--- src/rtl/tdg_pkg.sv ---
package tdg_pkg;
   localparam int unsigned SLOTS  = 8;
   localparam int unsigned DUTY_W = 3;

   typedef enum logic [1:0] {
      SRC_NONE   = 2'b00,
      SRC_DEMAND = 2'b01,
      SRC_THERM  = 2'b10
   } duty_src_e;

   typedef logic [DUTY_W-1:0] duty_t;
endpackage

--- src/rtl/tdg_period_cnt.sv ---
module tdg_period_cnt #(
   parameter int unsigned SLOT_CYCLES = 4
) (
   input  logic                       clk,
   input  logic                       rst_n,
   output logic [tdg_pkg::DUTY_W-1:0] slot_o,
   output logic                       last_o
);
   import tdg_pkg::*;

   localparam int unsigned CYC_W = (SLOT_CYCLES > 1) ? $clog2(SLOT_CYCLES) : 1;

   logic        step;
   duty_t       slot_q;

   generate
      if (SLOT_CYCLES == 1) begin : g_single
         assign step = 1'b1;
      end else begin : g_multi
         logic [CYC_W-1:0] cyc_q;
         always_ff @(posedge clk) begin
            if (!rst_n)                               cyc_q <= '0;
            else if (cyc_q == CYC_W'(SLOT_CYCLES-1))  cyc_q <= '0;
            else                                      cyc_q <= cyc_q + 1'b1;
         end
         assign step = (cyc_q == CYC_W'(SLOT_CYCLES-1));

         // slot counter wraps before overrunning the slot length
         p_cyc_range_r2: assert property (@(posedge clk) disable iff (!rst_n)
            cyc_q <= CYC_W'(SLOT_CYCLES-1));
      end
   endgenerate

   always_ff @(posedge clk) begin
      if (!rst_n)    slot_q <= '0;
      else if (step) slot_q <= slot_q + 1'b1;
   end

   assign slot_o = slot_q;
   assign last_o = step && (slot_q == duty_t'(SLOTS-1));

   // the slot index only moves at the end of a slot
   p_slot_hold_r2: assert property (@(posedge clk) disable iff (!rst_n)
      !step |=> $stable(slot_q));
   p_slot_step_r2: assert property (@(posedge clk) disable iff (!rst_n)
      step |=> (slot_q == duty_t'($past(slot_q) + 1'b1)));
endmodule

--- src/rtl/tdg_src_select.sv ---
module tdg_src_select #(
   parameter int unsigned THERM_DUTY = 4
) (
   input  logic                       trip_i,
   input  logic                       dmd_en_i,
   input  logic [tdg_pkg::DUTY_W-1:0] code_i,
   output logic [tdg_pkg::DUTY_W-1:0] duty_o,
   output tdg_pkg::duty_src_e         src_o
);
   import tdg_pkg::*;

   // duty value 0 means "no modulation, clock always enabled"
   always_comb begin
      if (trip_i) begin
         duty_o = duty_t'(THERM_DUTY);
         src_o  = SRC_THERM;
      end else if (dmd_en_i && (code_i != '0)) begin
         duty_o = code_i;
         src_o  = SRC_DEMAND;
      end else begin
         duty_o = '0;
         src_o  = SRC_NONE;
      end
   end
endmodule

--- src/rtl/tdg_pattern.sv ---
module tdg_pattern (
   input  logic                       clk,
   input  logic                       rst_n,
   input  logic                       load_i,
   input  logic [tdg_pkg::DUTY_W-1:0] duty_i,
   input  tdg_pkg::duty_src_e         src_i,
   input  logic [tdg_pkg::DUTY_W-1:0] slot_i,
   output logic                       en_o,
   output tdg_pkg::duty_src_e         src_o
);
   import tdg_pkg::*;

   duty_t     act_duty;
   duty_src_e act_src;

   always_ff @(posedge clk) begin
      if (!rst_n) begin
         act_duty <= '0;
         act_src  <= SRC_NONE;
      end else if (load_i) begin
         act_duty <= duty_i;
         act_src  <= src_i;
      end
   end

   assign en_o  = (act_duty == '0) || (slot_i < act_duty);
   assign src_o = act_src;

   // the active setting is frozen between period boundaries
   p_hold_between_r7: assert property (@(posedge clk) disable iff (!rst_n)
      !load_i |=> ($stable(act_duty) && $stable(act_src)));
   // with no source in force the clock is never blocked
   p_none_full_r6: assert property (@(posedge clk) disable iff (!rst_n)
      (act_src == SRC_NONE) |-> en_o);
   // each period opens with an enabled slot
   p_slot0_on_r2: assert property (@(posedge clk) disable iff (!rst_n)
      (slot_i == '0) |-> en_o);
endmodule

--- src/rtl/thermal_duty_gate.sv ---
module thermal_duty_gate #(
   parameter int unsigned CTL_W       = 8,
   parameter int unsigned SLOT_CYCLES = 4,
   parameter int unsigned THERM_DUTY  = 4
) (
   input  logic             clk,
   input  logic             rst_n,
   input  logic             trip_i,
   input  logic             dmd_en_i,
   input  logic [CTL_W-1:0] ctl_reg_i,
   output logic             clk_en_o,
   output logic [1:0]       src_o
);
   import tdg_pkg::*;

   localparam int unsigned CODE_LSB = 1;

   generate
      if (CTL_W < CODE_LSB + DUTY_W) begin : g_bad_ctl_w
         $error("CTL_W too small to hold the duty code field");
      end
      if (SLOT_CYCLES < 1) begin : g_bad_slot
         $error("SLOT_CYCLES must be at least 1");
      end
      if (THERM_DUTY < 1 || THERM_DUTY > SLOTS-1) begin : g_bad_therm
         $error("THERM_DUTY must be in 1..7");
      end
   endgenerate

   duty_t     code;
   duty_t     slot;
   logic      boundary;
   duty_t     sel_duty;
   duty_src_e sel_src;
   duty_src_e act_src;

   assign code = ctl_reg_i[CODE_LSB +: DUTY_W];

   tdg_period_cnt #(.SLOT_CYCLES(SLOT_CYCLES)) u_cnt (
      .clk    (clk),
      .rst_n  (rst_n),
      .slot_o (slot),
      .last_o (boundary)
   );

   tdg_src_select #(.THERM_DUTY(THERM_DUTY)) u_sel (
      .trip_i   (trip_i),
      .dmd_en_i (dmd_en_i),
      .code_i   (code),
      .duty_o   (sel_duty),
      .src_o    (sel_src)
   );

   tdg_pattern u_pat (
      .clk    (clk),
      .rst_n  (rst_n),
      .load_i (boundary),
      .duty_i (sel_duty),
      .src_i  (sel_src),
      .slot_i (slot),
      .en_o   (clk_en_o),
      .src_o  (act_src)
   );

   assign src_o = act_src;

   // a trip on the boundary cycle always selects the thermal source
   p_therm_wins_r4: assert property (@(posedge clk) disable iff (!rst_n)
      (boundary && trip_i) |=> (src_o == SRC_THERM));
   // on-demand with a non-zero code is reported as on-demand
   p_demand_src_r3: assert property (@(posedge clk) disable iff (!rst_n)
      (boundary && !trip_i && dmd_en_i && (code != '0)) |=> (src_o == SRC_DEMAND));
   // reserved code leaves the clock running
   p_reserved_full_r5: assert property (@(posedge clk) disable iff (!rst_n)
      (boundary && !trip_i && dmd_en_i && (code == '0)) |=> (clk_en_o && src_o == SRC_NONE));
   // no source active leaves the clock running
   p_idle_full_r6: assert property (@(posedge clk) disable iff (!rst_n)
      (boundary && !trip_i && !dmd_en_i) |=> (clk_en_o && src_o == SRC_NONE));
endmodule

--- config.mk ---
export PLATFORM = sky130hd
export DESIGN_NAME = thermal_duty_gate
export DESIGN_NICKNAME = d
export VERILOG_FILES = /design/src/rtl/tdg_pkg.sv /design/src/rtl/tdg_period_cnt.sv /design/src/rtl/tdg_src_select.sv /design/src/rtl/tdg_pattern.sv /design/src/rtl/thermal_duty_gate.sv
export SDC_FILE = /design/constraint.sdc
export NUM_CORES = 1
export LEC_CHECK = 0
export ABC_AREA = 1
export BUFFER_PORTS_ARGS = -buffer_cell sky130_fd_sc_hd__buf_2
export CAP_MARGIN = 15
export CORE_AREA = 2 2 39 41
export DETAILED_ROUTE_END_ITERATION = 12
export DIE_AREA = 0 0 41 43
export PLACE_DENSITY = 0.55
export SYNTH_ARGS = -nofsm -noshare
export SYNTH_HDL_FRONTEND = slang
export SYNTH_SLANG_ARGS = --single-unit
--- constraint.sdc ---
create_clock -name clk -period 2.5 [get_ports clk]
set_input_delay 0.5 -clock clk [delete_from_list [all_inputs] [get_ports clk]]
set_output_delay 0.5 -clock clk [all_outputs]
set_load 0.02 [all_outputs]
## Word-level counts from Yosys, hierarchy flattened

Index checks and enable logic that the tools add are counted.

| word-level totals | value |
|---|---|
| bits of input ports | 12 |
| register bits after elaboration | 10 |
| output and inout bits | 3 |
| logic and storage cells | 20 |

| operators by class | value |
|---|---|
| reductions and logical operators | 6 |
| equality and inequality tests | 2 |
| mux-type cells | 4 |
| order comparisons | 1 |
| $add $sub $neg | 2 |
| bitwise operators | 1 |

Operators by type and width:

| cell | number |
|---|---|
| 3-bit two-way mux | 2 |
| 3-bit by 1-bit adder with 3-bit output (second input constant) | 1 |
| 3-bit == test (second input constant) | 1 |
| 3-bit zero test | 1 |
| 3-bit less-than comparator | 1 |
| 3-bit nonzero test | 1 |
| 2-bit by 1-bit adder with 2-bit output (second input constant) | 1 |
| 2-bit == test (second input constant) | 1 |
| 1-bit logical AND | 2 |
| 2-bit two-way mux | 1 |
| 2-bit OR reduction | 1 |
| 1-bit logical OR | 1 |
| 1-bit two-way mux | 1 |
| 1-bit NOT | 1 |

## Logic depth before layout (Yosys ltp)

Gate-level depths: netlist of the first run.

| depth | value |
|---|---|
| depth in word-level cells | 4 |
| mapped depth | 6 |
| depth with buffers taken out | 6 |

## Cells and area by module

From an unflattened synthesis of the first run, not the netlist that was laid out.

| unflattened totals | value |
|---|---|
| cells, all modules | 75 |
| area, all modules | 536.8 sq um |

Modules (own cells, without submodules):

| module | area each (sq um) | instances | seq. area each (sq um) | cells each |
|---|---|---|---|---|
| tdg_period_cnt | 242.7 | 1 | 100.1 | 28 |
| tdg_pattern | 237.7 | 1 | 100.1 | 35 |
| tdg_src_select | 56.3 | 1 | 0.0 | 12 |

## Least setup slack after synthesis of the first run

OpenSTA, ideal clock, no wires.

| timing | value |
|---|---|
| path kind | reg-to-output |
| from | reg u_pat.act_duty[2] |
| to | out clk_en_o |
| data required time | 2.000 ns |
| stages on the path, launching flop included | 6 |
| slack | 1.010 ns |
| arrival time | 0.990 ns |
| path buffers | 0 |
| cell sequence | dfxtp_1 > inv_1 > ha_1 > a21oi_1 > nand2_1 > o31ai_1 |

| between the ends | value |
|---|---|
| longest elaborated chain between the ends | 2 |
| elaborated cells on any way between the ends | 3 |
| those cells by class | order compare: 1; reduce/logical: 2 |

Ends and longest elaborated chain:

| element | RTL line | text |
|---|---|---|
| start: declaration | tdg_pattern.sv:13 | `duty_t act_duty;` |
| start signal: assignment | tdg_pattern.sv:21 | `act_duty <= duty_i;` |
| 3-bit less-than comparator / 3-bit zero test (equally long branches) | tdg_pattern.sv:26 | `assign en_o = (act_duty == '0) \|\| (slot_i < act_duty);` |
| 1-bit logical OR (*) | tdg_pattern.sv:26 |  |
| end: declaration | thermal_duty_gate.sv:11 | `output logic clk_en_o,` |

Mark *: on every way between the ends. The rest lies on a longest branch, timed or not.

## Final worst setup path of the first run

Ends and elaborated chain as after synthesis.

==> flow_metrics.tcl, run 1 <==
set metrics [dict create \
    outcome "complete, no violations" \
    ys_top_cells_by_area "dfxtp_1 45%, ha_1 14%, a21oi_1 6.7%" \
    hpwl_um 615 \
    crit_slowest_cell "dfxtp_1" \
    synth_top_area_cell "dfxtp_1" \
    port_buffers 9 \
    max-clock-path-buffers 2 \
    end_kind "primary output" \
    yosysMostFrequentCell "dfxtp_1" \
    vdd_ir_drop_max_v 0.000354 \
    placeableCoreArea_mm2 0.00138 \
    synth-async-reset-ratio 0 \
    ioPinCount 15 \
    hold_depth 1 \
    syn_nets 72 \
    path_max_fanout 3 \
    maxSlewViolCount 0 \
    hold_ws_ns 0.433 \
    drc 0 \
    period_minus_slack_ns 1.92 \
    reg2reg_from "u_cnt.slot_o[1]$_SDFFE_PN0N_" \
    cts_htree_levels 1 \
    wl_per_cell_um 9.71 \
    via_per_inst 4.64 \
    setup_viol 0 \
    r2r_end "u_pat.src_o[0]$_SDFFE_PN0P_" \
    cp.required_ns 2.00 \
    drive_gt1_frac 0.221 \
    hold_start "u_cnt.g_multi.cyc_q[0]$_SDFF_PP0_" \
    holdCritPathClass "reg2reg" \
    slew_headroom 0.877 \
    first_pass_iters 3 \
    cts_hold_repair.buffers 0 \
    ant_nets 0 \
    ys_top_cells_by_count "10 x dfxtp_1, 7 x inv_1, 7 x nand2_1" \
    p_leak_nw 0.265 \
    rows 14 \
    grt_max_degree 8 \
    r2r_slack_ns 1.28 \
    fmax_mhz 520 \
    clk_pin_slew_ns 0.07 \
    min_to "u_cnt.g_multi.cyc_q[0]$_SDFF_PP0_" \
    grt_pass1_vias 378 \
    cap_violations 0 \
    die_w_um 41 \
    grt_pass1_wl_mm 1.49 \
    die-area_mm2 0.00176 \
    ys_types 13 \
    area.growth.synth_to_final_pct 22.6 \
    tritoncts "built" \
    fillCellCount 136 \
    crit_type "reg2out" \
    finalCritPeriodShare 0.769 \
    crit_path_cell_trace "inv_1, ha_1, a21oi_1, nand2_1, o31ai_1, buf_2" \
    synth_top_cell_area_share 0.446 \
    tns_ns 0 \
    netlist_area_um2 449 \
    cts_setup_buffers 0 \
    avgSynthCellArea_um2 8.17 \
    cts_resized 0 \
    drt_iter0_drc 3 \
    vias 390 \
    overflow 0 \
    antenna_found_initial 0 \
    drt_wl_total_um 816 \
    power_density_mw_per_mm2 636 \
    num_antenna_cells 0 \
    syn_inst 55 \
    synth_ff_type "dfxtp_1" \
    worstPathArrival_ns 1.42 \
    clkSinkCount 10 \
    gp_congestion 0.707 \
    postLayoutCoreUtil 0.398 \
    synth-edff-count 0 \
    nNetsFinal 86 \
    cpPeakStageDelay_ns 0.36 \
    tightest_slew_ns 0.184 \
    grt_util_all_layers 0.123 \
    rsz0062_at_grt "false" \
    ys_ff_latch 10 \
    hold_violations 0 \
    reg2regPathDepth 6 \
    critPathTopFamily "flip-flops" \
    worst-path-buf-inv 2 \
    numCtsBuffers 3 \
    finClkSkew_ns 0.00349 \
    start_util 0.325 \
    yosysWarnings 0 \
    clkLatencyLatePin_ns 0.27 \
    clockRootBuffer "clkbuf_4" \
    critPathLaunchType "flop" \
    synth_seq_area_share 0.446 \
    die_h_um 43 \
]
==> report_power, final <==
group | leakage (nW) | switching [mW] | internal (mW)
sequential | 0.0813 | 0.00395 | 0.167
combinational | 0.162 | 0.0163 | 0.0133
clock | 0.0210 | 0.0612 | 0.0885
total | 0.265 | 0.0814 | 0.269
==> per-layer routing <==
layer / up-vias / routed length [µm] / GRT usage
met2: 5 / 363 / 0.172
met3: 2 / 37 / 0.0366
li1: 213 / - / -
met5: - / 0 / 0
met4: 0 / 6 / 0.0600
met1: 170 / 409 / 0.168
==> cell type report <==
class	instances	area [µm²]	area share
Tap cell	16	20.0	0.0364
Inverter	7	26.3	0.0477
Multi-Input combinational cell	38	223	0.405
Clock buffer	4	36.3	0.0659
Sequential cell	10	200	0.364
Timing Repair Buffer	9	45.0	0.0818
==> sequential cells by signal, indices dropped and copies added (netlist names) <==
name                 flops
u_pat.src_o              2
u_cnt.g_multi.cyc_q      2
u_cnt.slot_o             3
u_pat.act_duty           3
==> how the worst max path moves through the flow <==
stage / endpoint / depth (start not counted) / startpoint / slack (ns)
detailed placement: clk_en_o / 6 / u_pat.act_duty[2]$_SDFFE_PN0P_ / 0.88
global placement: clk_en_o / 6 / u_pat.act_duty[2]$_SDFFE_PN0P_ / 0.87
finish: clk_en_o / 6 / u_pat.act_duty[2]$_SDFFE_PN0P_ / 0.58
floorplan: clk_en_o / 5 / u_pat.act_duty[2]$_SDFFE_PN0P_ / 1.01
global route: clk_en_o / 6 / u_pat.act_duty[2]$_SDFFE_PN0P_ / 0.45
CTS: clk_en_o / 6 / u_pat.act_duty[2]$_SDFFE_PN0P_ / 0.57
==> cell families after synthesis <==
| logic type | Yosys count | share of synthesized area |
|---|---|---|
| compound gates | 12 | 0.139 |
| fa+ha+maj | 5 | 0.139 |
| buf+inv | 7 | 0.0585 |
| flops | 10 | 0.446 |
| simple gates | 21 | 0.217 |
==> metrics by stage <==
step | instance area, µm² | instances | worst slack [ns] | total power [mW]
finish | 551 | 84 | 0.578 | 0.350
global route | 551 | 84 | 0.445 | 0.368
CTS | 551 | 84 | 0.567 | 0.352
detailed placement | 514 | 80 | 0.876 | 0.205
global placement | 514 | 80 | 0.865 | 0.204
floorplan | 449 | 55 | 1.01 | 0.193
==> cell usage in the layout (no fill, tap or decap), types with 3 or more instances in the layout <==
master and count:
a21oi_1 6, buf_2 9, clkbuf_4 3, dfxtp_1 10, ha_1 5, inv_1 7
nand2_1 7, nand3_1 4, nor2_1 6, o21ai_0 5
Note: power is estimated with default switching activity, not from simulation.
==> inputs of run 2 (changes only) <==
--- a/config.mk
+++ b/config.mk
@@ -11,7 +11,7 @@
 export CORE_AREA = 2 2 39 41
 export DETAILED_ROUTE_END_ITERATION = 12
 export DIE_AREA = 0 0 41 43
-export PLACE_DENSITY = 0.55
+export PLACE_DENSITY = 0.57
 export SYNTH_ARGS = -nofsm -noshare
 export SYNTH_HDL_FRONTEND = slang
 export SYNTH_SLANG_ARGS = --single-unit
==> constraint.sdc (replaced) <==
create_clock -name clk -period 1.6 [get_ports clk]
set_input_delay 0.32 -clock clk [delete_from_list [all_inputs] [get_ports clk]]
set_output_delay 0.32 -clock clk [all_outputs]
set_load 0.02 [all_outputs]
==> flow_metrics.tcl, run 2 (synthesis results as in run 1) <==
set metrics [dict create \
    rows 14 \
    drt_wl_total_um 911 \
    mostFrequentLayoutCells "8 x buf_2, 7 x nand2_1, 7 x dfxtp_1, 6 x nor2_1" \
    placeableCoreArea_mm2 0.00138 \
    max-clock-path-buffers 2 \
    vdd_ir_drop_max_v 0.000483 \
    tightest_slew_ns 0.179 \
    power_density_mw_per_mm2 921 \
    hold_depth 3 \
    start_util 0.325 \
    ant_nets 0 \
    postLayoutCoreUtil 0.438 \
    gp_congestion 0.759 \
    hold_start "ctl_reg_i[3]" \
    slew_headroom 0.880 \
    min_to "u_pat.act_duty[2]$_SDFFE_PN0P_" \
    worst_slack_ns -0.0295 \
    reg2reg_from "u_cnt.slot_o[1]$_SDFFE_PN0N_" \
    nNetsFinal 88 \
    grt_pass1_wl_mm 1.54 \
    fmax_mhz 614 \
    grt_util_all_layers 0.136 \
    holdCritPathClass "in2reg" \
    period_minus_slack_ns 1.63 \
    violations "negative setup slack" \
    reg2regPathDepth 6 \
    drive_gt1_frac 0.371 \
    setup_viol 1 \
    maxSlewViolCount 0 \
    clkLatencyLatePin_ns 0.27 \
    vias 411 \
    via_per_inst 4.78 \
    clockRootBuffer "clkbuf_4" \
    ioPinCount 15 \
    hold_violations 0 \
    clk_pin_slew_ns 0.07 \
    p_leak_nw 0.283 \
    drt_iter0_drc 6 \
    cts_htree_levels 1 \
    num_antenna_cells 0 \
    outcome "complete, but fails checks" \
    path_max_fanout 2 \
    cap_violations 0 \
    grt_pass1_vias 365 \
    critPathLaunchType "flop" \
    r2r_end "u_pat.src_o[0]$_SDFFE_PN0P_" \
    first_pass_iters 3 \
    r2r_slack_ns 0.35 \
    place_inst 80 \
    die-area_mm2 0.00176 \
    finalCritPeriodShare 1.02 \
    p_total_uw 558 \
    overflow 0 \
    layout.cells.non_filler 86 \
    die_h_um 43 \
    final_common_cell "buf_2" \
    die_w_um 41 \
    finClkSkew_ns 0.00669 \
    tritoncts "built" \
    clkSinkCount 10 \
    cp.required_ns 1.28 \
    rsz0062_at_grt "true" \
    drc 0 \
    numCtsBuffers 3 \
    area.growth.synth_to_final_pct 34.8 \
    port_buffers 9 \
    worstPathArrival_ns 1.31 \
    wl_per_cell_um 10.6 \
    grt_max_degree 8 \
    antenna_found_initial 0 \
    crit_type "reg2out" \
    end_kind "primary output" \
    hpwl_um 642 \
]
[run 2: where the power goes]
| group | total, mW | switching [mW] | internal, mW |
|---|---|---|---|
| Combinational | 0.0552 | 0.0288 | 0.0264 |
| Sequential | 0.270 | 0.00881 | 0.261 |
| Clock | 0.233 | 0.0945 | 0.138 |
[run 2: how the worst max path moves through the flow]
| stage | startpoint | to | slack, ns | depth (start not counted) |
|---|---|---|---|---|
| final | u_pat.act_duty[2]$_SDFFE_PN0P_ | clk_en_o | -0.03 | 6 |
| after global routing | u_pat.act_duty[2]$_SDFFE_PN0P_ | clk_en_o | -0.1 | 6 |
| after CTS | u_pat.act_duty[2]$_SDFFE_PN0P_ | clk_en_o | -0.01 | 6 |
| after detailed placement | u_pat.act_duty[2]$_SDFFE_PN0P_ | clk_en_o | 0.14 | 6 |
| after global placement | u_pat.act_duty[2]$_SDFFE_PN0P_ | clk_en_o | 0.14 | 6 |
| after floorplan | u_pat.act_duty[2]$_SDFFE_PN0P_ | clk_en_o | 0.29 | 5 |
[run 2: through the flow]
step	setup slack, ns	hold slack (ns)	setup TNS [ns]	cell area (µm²)
floorplan	0.290	0.404	0	449
global placement	0.145	0.415	0	514
detailed placement	0.140	0.426	0	514
CTS	-0.0147	0.282	-0.0147	598
global route	-0.0973	0.287	-0.0973	606
finish	-0.0295	0.286	-0.0295	606
[run 2: critical path, stage by stage (launching register included)]
cell and delay [ns]:
dfxtp_2 0.34, inv_2 0.04, ha_4 0.21, a21oi_2 0.13, nand2_1 0.08, o31ai_2 0.06
buf_4 0.17
[run 2: final cells by class]
| class | instances | area, µm² |
|---|---|---|
| inverter | 7 | 26.3 |
| fill | 144 | 778 |
| clock buffer | 4 | 36.3 |
| timing repair buffer | 11 | 62.6 |
| multi-input combinational | 38 | 256 |
| sequential | 10 | 204 |
| tap | 16 | 20.0 |
[run 2: what timing repair did]
action                                  CTS  global route
cloned                                    0             0
endpoints found under the setup margin    1             1
setup buffers                             2             0
hold buffers                              0             0
pin swaps                                 4             2
gates resized for setup                   8             2
[run 2: metal layers]
metal,routed length (µm),track usage
met2,462,0.181
met3,10,0.0157
met4,19,0.120
met1,419,0.182
met5,0,0
==> inputs of run 3 (changes only) <==
==> constraint.sdc (replaced) <==
create_clock -name clk -period 1.6 [get_ports clk]
set_input_delay 0.16 -clock clk [delete_from_list [all_inputs] [get_ports clk]]
set_output_delay 0.16 -clock clk [all_outputs]
set_load 0.02 [all_outputs]
==> flow_metrics.tcl, run 3 (synthesis results as in run 1) <==
set metrics [dict create \
    clockRootBuffer "clkbuf_4" \
    cts_htree_levels 1 \
    overflow 0 \
    r2r_slack_ns 0.39 \
    ant_nets 0 \
    numCtsBuffers 3 \
    finalCritPeriodShare 0.954 \
    min_to "u_pat.act_duty[2]$_SDFFE_PN0P_" \
    multi_input_area_um2 239 \
    final_common_cell "buf_2" \
    hold_depth 3 \
    placeableCoreArea_mm2 0.00138 \
    worst_slack_ns 0.0730 \
    max-clock-path-buffers 2 \
    finClkSkew_ns 0.00667 \
    antenna_found_initial 0 \
    first_pass_iters 5 \
    tritoncts "built" \
    r2r_end "u_pat.act_duty[2]$_SDFFE_PN0P_" \
    p_sw_frac 0.235 \
    fmax_mhz 655 \
    grt_max_degree 8 \
    drive_gt1_frac 0.304 \
    area.growth.synth_to_final_pct 28.7 \
    grt_pass1_vias 338 \
    port_buffers 9 \
    regArea_um2 204 \
    start_util 0.325 \
    die_h_um 43 \
    grt_pass1_wl_mm 1.39 \
    rows 14 \
    die-area_mm2 0.00176 \
    wl_per_cell_um 10.2 \
    drc 0 \
    clk_pin_slew_ns 0.07 \
    p_comb_frac 0.095 \
    hold_start "ctl_reg_i[3]" \
    crit_type "reg2out" \
    reg2reg_from "u_cnt.slot_o[1]$_SDFFE_PN0N_" \
    reg2regPathDepth 6 \
    p_int_uw 424 \
    num_antenna_cells 0 \
    hpwl_um 642 \
    period_minus_slack_ns 1.53 \
    cts_hold_repair.buffers 0 \
    outcome "complete, no violations" \
    holdCritPathClass "in2reg" \
    critPathLaunchType "flop" \
    grt_util_all_layers 0.123 \
    vdd_ir_drop_max_v 0.000476 \
    tns_ns 0 \
    p_leak_nw 0.274 \
    ioPinCount 15 \
    pwr-share-clk 0.420 \
    gp_congestion 0.759 \
    rsz0062_at_grt "false" \
    die_w_um 41 \
    via_per_inst 4.71 \
    clkSinkCount 10 \
    drt_wl_total_um 870 \
    clkLatencyLatePin_ns 0.27 \
    cap_violations 0 \
    slew_headroom 0.862 \
    tightest_slew_ns 0.205 \
    path_max_fanout 3 \
    end_kind "primary output" \
    hold_violations 0 \
    worstPathArrival_ns 1.37 \
    power_density_mw_per_mm2 959 \
    place_ws_ns 0.300 \
    seq_power_share 0.485 \
    nNetsFinal 87 \
    switchingPower_uw 130 \
    mostFrequentLayoutCells "9 x buf_2, 7 x inv_1, 7 x nand2_1, 7 x dfxtp_1, 6 x nor2_1" \
    fillCellCount 146 \
    vias 400 \
    drt_iter0_drc 8 \
    maxSlewViolCount 0 \
    cp.required_ns 1.44 \
    setup_viol 0 \
]
run 3: per-stage QoR:
stage	util	hold WS [ns]	total power [mW]	area (µm²)	std cells
2_1_floorplan	-	0.296	0.301	449	55
3_3_place_gp	0.372	0.415	0.318	514	80
3_5_place_dp	0.372	0.423	0.322	514	80
4_1_cts	0.399	0.122	0.554	552	84
5_1_grt	0.418	0.127	0.579	578	85
6_report	0.418	0.126	0.555	578	85
run 3: timing repair:
| item | in CTS | in global routing |
|---|---|---|
| resized for setup | 1 | 4 |
| gates cloned | 0 | 0 |
| setup buffers | 0 | 1 |
| hold endpoints to repair | 0 | 0 |
| setup endpoints to repair | 1 | 1 |
run 3: power by group through the flow:
stage	registers, mW	clock network (mW)	logic (mW)
floorplan	0.271	0	0.0295
global placement	0.272	0	0.0456
detailed placement	0.273	0	0.0485
CTS	0.268	0.238	0.0486
global route	0.271	0.249	0.0601
finish	0.269	0.233	0.0529
run 3: layout make-up:
| cell class | instances | area share |
|---|---|---|
| multi-input combinational | 38 | 0.413 |
| sequential | 10 | 0.353 |
| timing repair buffer | 10 | 0.0909 |
| clock buffer | 4 | 0.0628 |
| inverter | 7 | 0.0455 |
| tap | 16 | 0.0346 |
run 3: per-layer routing:
layer | GRT usage | wire, µm | part of all wire
met5 | 0 | 0 | 0
met4 | 0.120 | 19 | 0.022
met1 | 0.168 | 397 | 0.46
met3 | 0.0157 | 12 | 0.014
met2 | 0.156 | 440 | 0.51
run 3: worst max-delay path by stage:
stage                                        start       end  slack [ns]  depth (start not counted)
finish              u_pat.act_duty[2]$_SDFFE_PN0P_  clk_en_o        0.07                          6
CTS                 u_pat.act_duty[2]$_SDFFE_PN0P_  clk_en_o        0.02                          6
global route        u_pat.act_duty[2]$_SDFFE_PN0P_  clk_en_o       0.001                          6
global placement    u_pat.act_duty[2]$_SDFFE_PN0P_  clk_en_o        0.30                          6
detailed placement  u_pat.act_duty[2]$_SDFFE_PN0P_  clk_en_o        0.30                          6
floorplan           u_pat.act_duty[2]$_SDFFE_PN0P_  clk_en_o        0.45                          5
run 3: critical path, stage by stage, from the launching register on:
cell,delay (ns)
dfxtp_2,0.34
inv_1,0.06
ha_4,0.22
a21oi_2,0.14
nand2_1,0.07
o31ai_1,0.06
buf_2,0.20
